`config.mk`:
```
export PLATFORM = sky130hd
export DESIGN_NAME = freq_offset_unit
export DESIGN_NICKNAME = d
export VERILOG_FILES = /design/src/rtl/fou_pkg.sv /design/src/rtl/fou_entry_fsm.sv /design/src/rtl/fou_slot_store.sv /design/src/rtl/fou_apply.sv /design/src/rtl/freq_offset_unit.sv
export SDC_FILE = /design/constraint.sdc
export NUM_CORES = 1
export LEC_CHECK = 0
export BUFFER_PORTS_ARGS = -buffer_cell sky130_fd_sc_hd__buf_4
export CAP_MARGIN = 20
export CORE_ASPECT_RATIO = 0.6
export CORE_MARGIN = 4
export CORE_UTILIZATION = 53
export DETAILED_ROUTE_END_ITERATION = 6
export PLACE_DENSITY = 0.75
export SYNTH_ARGS = -nofsm -noshare
export SYNTH_HDL_FRONTEND = slang
export SYNTH_SLANG_ARGS = --single-unit
```
`constraint.sdc`:
```
create_clock -name clk -period 18.3 [get_ports clk]
set_clock_uncertainty 0.15 [all_clocks]
set_input_delay 1.83 -clock clk [delete_from_list [all_inputs] [get_ports clk]]
set_output_delay 1.83 -clock clk [all_outputs]
set_load 0.005 [all_outputs]
```
`src/rtl/fou_pkg.sv`:
```
package fou_pkg;
    localparam int OFS_DIGITS = 8;
    localparam int BCD_W      = 4 * OFS_DIGITS;
    localparam int POS_W      = $clog2(OFS_DIGITS);
    localparam int LAST_POS   = OFS_DIGITS - 1;
    localparam int OFS_HZ_W   = 27;

    typedef enum logic [1:0] {
        ENT_IDLE  = 2'd0,
        ENT_SIGN  = 2'd1,
        ENT_DIGIT = 2'd2
    } entry_state_t;

    typedef struct packed {
        logic             neg;
        logic [BCD_W-1:0] bcd;
    } offset_t;

    // Decimal digit lanes to a binary Hz value, most significant lane first.
    function automatic logic [OFS_HZ_W-1:0] bcd_to_hz(input logic [BCD_W-1:0] bcd);
        logic [OFS_HZ_W-1:0] acc;
        acc = '0;
        for (int i = OFS_DIGITS - 1; i >= 0; i--) begin
            acc = acc * OFS_HZ_W'(10) + OFS_HZ_W'(bcd[4*i +: 4]);
        end
        return acc;
    endfunction

    function automatic logic [3:0] digit_step(input logic [3:0] d);
        return (d >= 4'd9) ? 4'd0 : d + 4'd1;
    endfunction
endpackage

```
`src/rtl/fou_entry_fsm.sv`:
```
module fou_entry_fsm
    import fou_pkg::*;
#(
    parameter int SEL_W = 4
) (
    input  logic             clk,
    input  logic             rst,
    input  logic             enter_pulse,
    input  logic             scroll_pulse,
    input  logic [SEL_W-1:0] cur_slot,
    output logic             wr_en,
    output logic [SEL_W-1:0] wr_slot,
    output offset_t          wr_data,
    output logic             setup_active,
    output logic [POS_W-1:0] edit_pos,
    output logic [3:0]       edit_value
);
    entry_state_t     state_q;
    logic [POS_W-1:0] pos_q;
    logic             sign_q;
    logic [3:0]       digit_q;
    logic [BCD_W-1:0] work_q;
    logic [SEL_W-1:0] slot_q;
    logic [BCD_W-1:0] bcd_ins;
    logic             last_field;

    assign last_field = (pos_q == POS_W'(LAST_POS));

    // Working digits with the digit under edit placed in its lane.
    always_comb begin
        bcd_ins = work_q;
        for (int l = 1; l < OFS_DIGITS; l++) begin
            if (pos_q == POS_W'(OFS_DIGITS - l)) begin
                bcd_ins[4*l +: 4] = digit_q;
            end
        end
    end

    always_ff @(posedge clk) begin
        if (rst) begin
            state_q <= ENT_IDLE;
            pos_q   <= '0;
            sign_q  <= 1'b0;
            digit_q <= '0;
            work_q  <= '0;
            slot_q  <= '0;
        end else begin
            unique case (state_q)
                ENT_IDLE: begin
                    if (enter_pulse) begin
                        state_q <= ENT_SIGN;
                        pos_q   <= '0;
                        sign_q  <= 1'b0;
                        digit_q <= '0;
                        work_q  <= '0;
                        slot_q  <= cur_slot;
                    end
                end
                ENT_SIGN: begin
                    if (enter_pulse) begin
                        state_q <= ENT_DIGIT;
                        pos_q   <= POS_W'(1);
                        digit_q <= '0;
                    end else if (scroll_pulse) begin
                        sign_q <= ~sign_q;
                    end
                end
                ENT_DIGIT: begin
                    if (enter_pulse) begin
                        work_q  <= bcd_ins;
                        digit_q <= '0;
                        if (last_field) begin
                            state_q <= ENT_IDLE;
                            pos_q   <= '0;
                        end else begin
                            pos_q <= pos_q + POS_W'(1);
                        end
                    end else if (scroll_pulse) begin
                        digit_q <= digit_step(digit_q);
                    end
                end
                default: state_q <= ENT_IDLE;
            endcase
        end
    end

    assign wr_en        = (state_q == ENT_DIGIT) && enter_pulse && last_field;
    assign wr_slot      = slot_q;
    assign wr_data.neg  = sign_q;
    assign wr_data.bcd  = bcd_ins;
    assign setup_active = (state_q != ENT_IDLE);
    assign edit_pos     = pos_q;

    always_comb begin
        unique case (state_q)
            ENT_SIGN:  edit_value = {3'b000, sign_q};
            ENT_DIGIT: edit_value = digit_q;
            default:   edit_value = 4'd0;
        endcase
    end
endmodule

```
`src/rtl/fou_slot_store.sv`:
```
module fou_slot_store
    import fou_pkg::*;
#(
    parameter int SEL_W = 4
) (
    input  logic             clk,
    input  logic             rst,
    input  logic             wr_en,
    input  logic [SEL_W-1:0] wr_slot,
    input  offset_t          wr_data,
    input  logic [SEL_W-1:0] rd_slot,
    output offset_t          rd_data
);
    localparam int NUM_SLOTS = 1 << SEL_W;

    offset_t slots [NUM_SLOTS];

    for (genvar s = 0; s < NUM_SLOTS; s++) begin : g_slot
        always_ff @(posedge clk) begin
            if (rst) begin
                slots[s] <= '0;
            end else if (wr_en && (wr_slot == SEL_W'(s))) begin
                slots[s] <= wr_data;
            end
        end
    end

    assign rd_data = slots[rd_slot];
endmodule

```
`src/rtl/fou_apply.sv`:
```
module fou_apply
    import fou_pkg::*;
#(
    parameter int FREQ_W = 32
) (
    input  logic              clk,
    input  logic              rst,
    input  logic              hold,
    input  logic              freq_valid,
    input  logic [FREQ_W-1:0] freq_in,
    input  offset_t           offset,
    output logic [FREQ_W-1:0] freq_out,
    output logic              freq_out_valid
);
    localparam int EXT_W = FREQ_W + 1;

    logic [OFS_HZ_W-1:0] ofs_hz;
    logic [EXT_W-1:0]    ofs_ext;
    logic [EXT_W-1:0]    sum_ext;
    logic [EXT_W-1:0]    dif_ext;
    logic [FREQ_W-1:0]   result;

    assign ofs_hz  = bcd_to_hz(offset.bcd);
    assign ofs_ext = {{(EXT_W - OFS_HZ_W){1'b0}}, ofs_hz};
    assign sum_ext = {1'b0, freq_in} + ofs_ext;
    assign dif_ext = {1'b0, freq_in} - ofs_ext;

    always_comb begin
        if (offset.neg) begin
            result = dif_ext[FREQ_W] ? '0 : dif_ext[FREQ_W-1:0];
        end else begin
            result = sum_ext[FREQ_W] ? '1 : sum_ext[FREQ_W-1:0];
        end
    end

    always_ff @(posedge clk) begin
        if (rst) begin
            freq_out       <= '0;
            freq_out_valid <= 1'b0;
        end else begin
            freq_out_valid <= freq_valid && !hold;
            if (freq_valid && !hold) begin
                freq_out <= result;
            end
        end
    end
endmodule

```
`src/rtl/freq_offset_unit.sv`:
```
module freq_offset_unit
    import fou_pkg::*;
#(
    parameter int FREQ_W = 32,
    parameter int SEL_W  = 4
) (
    input  logic              clk,
    input  logic              rst,
    input  logic              enter_pulse,
    input  logic              scroll_pulse,
    input  logic [SEL_W-1:0]  sel_n,
    input  logic [FREQ_W-1:0] freq_in,
    input  logic              freq_valid,
    output logic [FREQ_W-1:0] freq_out,
    output logic              freq_out_valid,
    output logic              setup_active,
    output logic [POS_W-1:0]  edit_pos,
    output logic [3:0]        edit_value
);
    logic [SEL_W-1:0] cur_slot;
    logic             wr_en;
    logic [SEL_W-1:0] wr_slot;
    offset_t          wr_data;
    offset_t          rd_data;

    assign cur_slot = ~sel_n;

    fou_entry_fsm #(.SEL_W(SEL_W)) u_fsm (
        .clk          (clk),
        .rst          (rst),
        .enter_pulse  (enter_pulse),
        .scroll_pulse (scroll_pulse),
        .cur_slot     (cur_slot),
        .wr_en        (wr_en),
        .wr_slot      (wr_slot),
        .wr_data      (wr_data),
        .setup_active (setup_active),
        .edit_pos     (edit_pos),
        .edit_value   (edit_value)
    );

    fou_slot_store #(.SEL_W(SEL_W)) u_store (
        .clk     (clk),
        .rst     (rst),
        .wr_en   (wr_en),
        .wr_slot (wr_slot),
        .wr_data (wr_data),
        .rd_slot (cur_slot),
        .rd_data (rd_data)
    );

    fou_apply #(.FREQ_W(FREQ_W)) u_apply (
        .clk            (clk),
        .rst            (rst),
        .hold           (setup_active),
        .freq_valid     (freq_valid),
        .freq_in        (freq_in),
        .offset         (rd_data),
        .freq_out       (freq_out),
        .freq_out_valid (freq_out_valid)
    );
endmodule

```
Yosys cells after proc, flatten, opt, wreduce, memory -nomap -nowiden --
Memory sizes are Yosys's and may differ from the RTL's. Cells that the tools add are included.
Word-level totals: register bits after elaboration 79, bits in writable memories 528, input port bits 41, output and inout port bits 41, logic and storage cells 214, memories 1
Memories:
- u_store.slots | words 16, bits a word 33, read ports 1, clocked after Yosys merged registers in 0, wr ports 16, RTL line fou_slot_store.sv:16 | offset_t slots [NUM_SLOTS];
Operators by class: add/sub/neg operators 11, $mul 7, order comparisons 1, equality and inequality tests 32, mux-type cells 99, bitwise gates (word level) 19, reduce and logical (&&, ||, !) cells 35
Operator list (count):
- $mux W33 | 16
- $add A27 B4 Y27 | 7
- $mul A27 B3 Y26 const B | 6
- $mux W32 | 5
- $pmux W32 S2 | 1
- $mux W1 | 53
- $mux W4 | 11
- $add A32 B27 Y33 | 1
- $sub A32 B27 Y33 | 1
- $eq A4 B4 Y1 const B | 8
- $logic_and A1 B1 Y1 | 19
- $eq A4 B3 Y1 const B | 4
- $or A1 B1 Y1 | 16
- $pmux W4 S2 | 2
- $eq A3 B3 Y1 const B | 4
- $mux W3 | 4
- $reduce_and A4 Y1 | 3
- $ne A2 B2 Y1 const B | 5
- $pmux W3 S3 | 1
- $reduce_and A3 Y1 | 3
- $eq A4 B2 Y1 const B | 2
- $mux W2 | 4
- $reduce_bool A2 Y1 | 4
- $mul A4 B3 Y7 const B | 1
- 20 further kinds | 23

Longest topological paths before layout --
An unclocked memory read counts as a cell.
depth in word-level cells 19, mapped depth 82, mapped depth without buffers 75

Cells and area by module --
Synthesis repeated with hierarchy kept, for this count alone.
Unflattened totals: cell total of the unflattened synthesis 3464, area, all modules 38978.6 um2
Modules (own cells, without submodules):
- fou_slot_store | instances 1, cells an instance 1467, area each 23646.4 um2, sequential area each 15855.2 um2
- fou_apply | instances 1, cells an instance 1711, area each 13076.3 um2, sequential area each 660.6 um2
- fou_entry_fsm | instances 1, cells an instance 282, area each 2240.9 um2, sequential area each 840.8 um2
- freq_offset_unit | instances 1, cells an instance 4, area each 15.0 um2, sequential area each 0.0 um2

Worst setup path after synthesis --
No wires, ideal clock.
path type input port to flip-flop, from in sel_n[0], to reg u_apply.freq_out[16], setup time 0.132 ns, arrival 18.995 ns, required time 18.018 ns, path slack -0.977 ns, cell stages on the path 70, buffers on the path 6, path through buf_2 clkbuf_1 buf_1 buf_1 mux4_2 mux4_2 ha_1 ha_1 fa_1 nand2_1 nor4_1 ha_1 ha_1 inv_1 xnor2_1 nor3_1 nor2_1 mux2_2 [... 34 more ...] or3_1 o21ai_0 a31o_2 xnor2_1 xnor3_2 xnor2_2 xor2_1 ha_1 nor3_1 nand2b_1 nor3_1 o2111ai_1 and3_1 clkbuf_1 buf_2 a221o_1 a21oi_1 nor3_1
Between the ends: cells in the longest elaborated chain, start to end 19, elaborated cells on any way between the ends 21, those cells by class add/sub: 9; mul: 7; mux: 3; bitwise: 1; memory: 1
Ends and longest elaborated chain:
- start, declared | RTL line freq_offset_unit.sv:11 | input logic [SEL_W-1:0] sel_n,
- $not A4 Y4 * | RTL line freq_offset_unit.sv:26 | assign cur_slot = ~sel_n;
- $mem_v2 Z16 W33 *
- $mul A4 B3 Y7 | RTL line fou_pkg.sv:24 | acc = acc * OFS_HZ_W'(10) + OFS_HZ_W'(bcd[4*i +: 4]);
- $add A27 B4 Y27 | RTL line fou_pkg.sv:24
- $mul A27 B3 Y26 | RTL line fou_pkg.sv:24
- $add A27 B4 Y27 | RTL line fou_pkg.sv:24
- $mul A27 B3 Y26 | RTL line fou_pkg.sv:24
- $add A27 B4 Y27 | RTL line fou_pkg.sv:24
- [... 3 more ...]
- $add A27 B4 Y27 | RTL line fou_pkg.sv:24
- $mul A27 B3 Y26 | RTL line fou_pkg.sv:24
- $add A27 B4 Y27 | RTL line fou_pkg.sv:24
- $mul A27 B3 Y26 | RTL line fou_pkg.sv:24
- $add A27 B4 Y27 | RTL line fou_pkg.sv:24
- $add A32 B27 Y33 / $sub A32 B27 Y33 (equally long branches) | RTL line fou_apply.sv:25, fou_apply.sv:26
- $mux W32, on equally long branches | RTL line fou_apply.sv:32, fou_apply.sv:30
- $mux W32 * | RTL line fou_apply.sv:29 | if (offset.neg) begin
- end signal, assigned | RTL line fou_apply.sv:43 | freq_out <= result;
- end, declared | RTL line fou_apply.sv:12 | output logic [FREQ_W-1:0] freq_out,
Every way passes the cells marked *; elsewhere a longest branch is shown, timed or not. A chain may end at the register's enable or synchronous reset.

Worst setup path after layout --
from in sel_n[0], to reg u_apply.freq_out[2]
The elaborated chain is that of the path after synthesis.

==> results.md <==
- Static timing analysis puts the maximum clock frequency at between 0.05 and 0.06 GHz.
- The worst pin sits at a relative slew slack of 23.45%.
- During synthesis, Yosys emitted a total of 0 warnings.
- For this run, asynchronously set or reset flops after synthesis account for 0%.
- Cells fill slightly above 60% of the core in the end.
- The instance count along the most critical hold path is 2.
- The cell area that synthesis handed to floorplanning was 34800 sq um.
- The worst flop-to-flop path startpoint is u_store.slots[0][28].
- The most numerous cell on the critical path is sky130_fd_sc_hd__ha_1.
- Of the cells placed in the final design, the portion with a size suffix greater than 1 is 20.16%.
- The final critical-path share of the clock period is 95.94%.
- For the worst setup path, the data required time is 18670 ps.
- For this run the aggregate overflow at the end of global routing stands at 0.
- In the final layout, the multi-input gates occupy 18660 sq um.
- The max-slew violation count was 0.
- Hold timing on the final database bottoms out at a slack of 342.5 ps.
- The total CTS buffers is just over 50.
- For this configuration, the core starts out at a cell density of 53.80%.
- The arrival time at the worst endpoint is 17920 ps.
- The largest fanout on the critical path is 21.
- 82 I/O pins were placed.
- The startpoint identified for the worst hold timing path is u_fsm.work_q[29].
- The TritonCTS clock tree is yes.
- The clock passes through at most 3 buffers.
- The average vias per placed instance is approximately 6.3.
- The via count of the routed design is between 20000 and 30000.
- The pin slew with the least headroom to its limit is 1144 ps.
- Buffers inserted to repair hold after CTS numbered 0.
- The total routing resource utilization after global routing is between 20 and 30%.
- The routed design has between 100000 and 150000 microns of wire.
- The library cell used most frequently in the layout, excluding fill and tap cells, is sky130_fd_sc_hd__nor2_1.
- The area of the die is roughly 70000 sq um.
- Routability-driven placement finished with a final weighted congestion of 1.081.
- At the end of the flow, the number of nets in the layout was around 3800.
- Clock-pin slew was measured on the worst setup and hold paths at 60 ps.
- In this run the standard cell core region covers 64680 sq um.
- The filler cells instantiated in the layout total 5104.
- The number of antenna violations at the first check in global routing is 0.
- In this run the core area contains slightly above 70 standard-cell rows.
- The worst reg2reg path depth is 72.
- The internal reg-to-reg setup slack is 1770 ps.
- The reg-to-reg endpoint is u_apply.freq_out[2].
- Yosys attributes the largest share of cell area to sky130_fd_sc_hd__edfxtp_1 40%, sky130_fd_sc_hd__ha_1 10%, sky130_fd_sc_hd__mux4_2 9.3%.
- In the final layout, flip-flops and latches occupy 15430 sq um.
- In this run the worst setup path begins at sel_n[0].
- In this run the horizontal extent of the chip is roughly 340 microns.
- The critical path class is input port to register.
- The top flip-flop cell by instance count after synthesis is sky130_fd_sc_hd__edfxtp_1.
- The number of failing hold endpoints at the final stage is 0.
- For this run, the register share of the synthesized area comes to 44.36%.
- Synthesis inferred 539 register bits.
- The HPWL after detailed placement is 68770 microns.
- For the finished layout, the period the worst path requires is 17560 ps.
- The area added between synthesis and finish is 15.04%.
- The detailed-route DRC error count is 0.
- The setup-violating endpoint count in the final report is 0.
- The later-pin clock latency in the skew report is 630 ps.
- The global routing stage identified its most utilized layer as met1.
- The kind of start point of the critical path is an input port.
- The highest cell delay on the worst timing path is roughly 580 ps.
- The first detailed-routing pass took 6 iterations.
- The worst setup path is captured at a register.
- The first routing iteration left 3910 violations.
- Summed over its instances, the top area cell type makes up about 40% of the synthesized netlist area.
- The global-route wire length before repair is 153500 microns.
- The library cells used most frequently in the layout, excluding fill and tap cells, are 703 x sky130_fd_sc_hd__nor2_1, 464 x sky130_fd_sc_hd__edfxtp_1, 344 x sky130_fd_sc_hd__buf_4.
- Yosys mapped the design onto between 100 and 150 distinct sky130hd cell types.
- The flow ran to the end, and the final reports show no timing, DRC or antenna violations.
- The worst hold path belongs to the class register to register.
- Global routing used about 44% of the available met1 tracks.
- The final instance count without filler cells is 4365.
- In this run the vertical extent of the chip is 206.5 microns.
- The tree is rooted in a sky130_fd_sc_hd__clkbuf_16.
- The number of buffers added on ports is just over 80.
- The synthesized instance count is between 3000 and 4000.
- The reported max-cap violation count is 0.
- Dividing the synthesized area by the synthesized cell count gives 10.72 sq um.
- The placed cell count is around 4300.
- The H-tree level count is 2.
- The via count of the first global-routing pass came to approximately 25000.
- The synthesized design contains 464 enable-type register cells.
- The routed length per instance is 23.52 microns.
- The global routing usage on met3 is 9.684%.
- The cell taking the most area after synthesis is sky130_fd_sc_hd__edfxtp_1.
- The met2 routing resource usage after global routing is 38.41%.
- Setup slack on the critical path of the routed design comes to between 700 and 800 ps.
- The number of clock sinks seen by CTS is about 540.
- The destination of the worst hold path is u_fsm.work_q[29].
- OpenSTA, run right after detailed placement, puts the worst setup slack at -260.7 ps.
- Entering global routing, the biggest net connects 50 pins.
- The antenna violation net count after detailed routing is 0.
- Among all stages on the critical path, the largest delay is contributed by sky130_fd_sc_hd__fa_2.
[layout make-up]
type | count | share of cell area, %
diodes | 2 | 0.01250
flip-flops and latches | 539 | 38.56
clock buffers | 75 | 3.669
repair buffers | 355 | 6.933
well taps | 851 | 2.660
inverters | 117 | 1.097
multi-input cells | 2407 | 46.62
clock inverters | 19 | 0.4470
[through the flow]
| stage | cell area [sq um] | TNS (ps) |
|---|---|---|
| 6_report | 40030 | 0 |
| 5_1_grt | 40030 | -527.8 |
| 4_1_cts | 39570 | 0 |
| 3_5_place_dp | 37920 | -4516 |
| 3_3_place_gp | 37920 | 0 |
| 2_1_floorplan | 34850 | 0 |
[cells in the mapped netlist, types with 21 or more instances]
master	instances
sky130_fd_sc_hd__a211oi_1	28
sky130_fd_sc_hd__a21o_1	64
sky130_fd_sc_hd__o21bai_1	23
sky130_fd_sc_hd__nand2_1	120
sky130_fd_sc_hd__clkbuf_1	162
sky130_fd_sc_hd__dfxtp_1	75
sky130_fd_sc_hd__mux2i_1	38
sky130_fd_sc_hd__nand4_1	21
sky130_fd_sc_hd__and2_1	24
sky130_fd_sc_hd__inv_1	116
sky130_fd_sc_hd__nand3_1	54
sky130_fd_sc_hd__mux4_2	144
sky130_fd_sc_hd__nor2_1	710
sky130_fd_sc_hd__edfxtp_1	464
sky130_fd_sc_hd__nor3_1	84
sky130_fd_sc_hd__o21ai_0	75
sky130_fd_sc_hd__a21oi_1	171
sky130_fd_sc_hd__ha_1	284
sky130_fd_sc_hd__o21a_1	24
sky130_fd_sc_hd__nor2b_1	23
sky130_fd_sc_hd__xor2_1	66
sky130_fd_sc_hd__xnor2_1	93
sky130_fd_sc_hd__nand2b_1	23
[metal layers]
metal  share of wire (%)  up-vias
met5               0.094        -
met4                 1.9        2
met3                  15      164
met2                  39     1818
met1                  43    13230
li1                    -    12400
[registers in the layout, indices dropped and copies added, names as in the netlist]
| signal | cells |
|---|---|
| u_apply.freq_out | 32 |
| u_fsm.edit_pos | 3 |
| u_fsm.wr_slot | 4 |
| u_fsm.digit_q | 4 |
| u_fsm.sign_q | 1 |
| u_store.slots | 464 |
| u_fsm.work_q | 28 |
| u_apply.freq_out_valid | 1 |
| u_fsm.state_q | 2 |
[worst max path at each step]
stage / endpoint / slack [ps] / cells past startpoint
final: u_apply.freq_out[2] / 740 / 73
after global routing: u_apply.freq_out[13] / -60 / 74
after CTS: u_apply.freq_out[10] / 220 / 75
after detailed placement: u_apply.freq_out[10] / -260 / 74
after global placement: u_apply.freq_out[12] / 80 / 71
after floorplan: u_apply.freq_out[16] / 40 / 73
[cell families after synthesis]
group	share of synthesized area, %
AOI/OAI and AO/OA	11.22
xor gates and xnor gates	4.243
adders and majority gates	11.10
buffers and inverters	3.279
DFF	44.36
muxes	10.51
other	0.02158
and+or+nand+nor	15.26
[critical path: cells and delay by family]
kind	cells	cell delay (ps)
simple gates	21	4490
fa+ha+maj	16	4870
compound gates	13	2030
mux	2	1070
xor+xnor	13	2350
buf+inv	8	1180
[what timing repair did]
| action | 4_1_cts | 5_1_grt |
|---|---|---|
| endpoints found under the hold margin | 0 | 0 |
| setup endpoints to repair | 0 | 32 |
| gates resized for setup | 0 | 77 |
| buffers inserted | 0 | 2 |
Power is not shown: default switching activity piles up to over one toggle a cycle in this logic, so the estimate is an artifact.
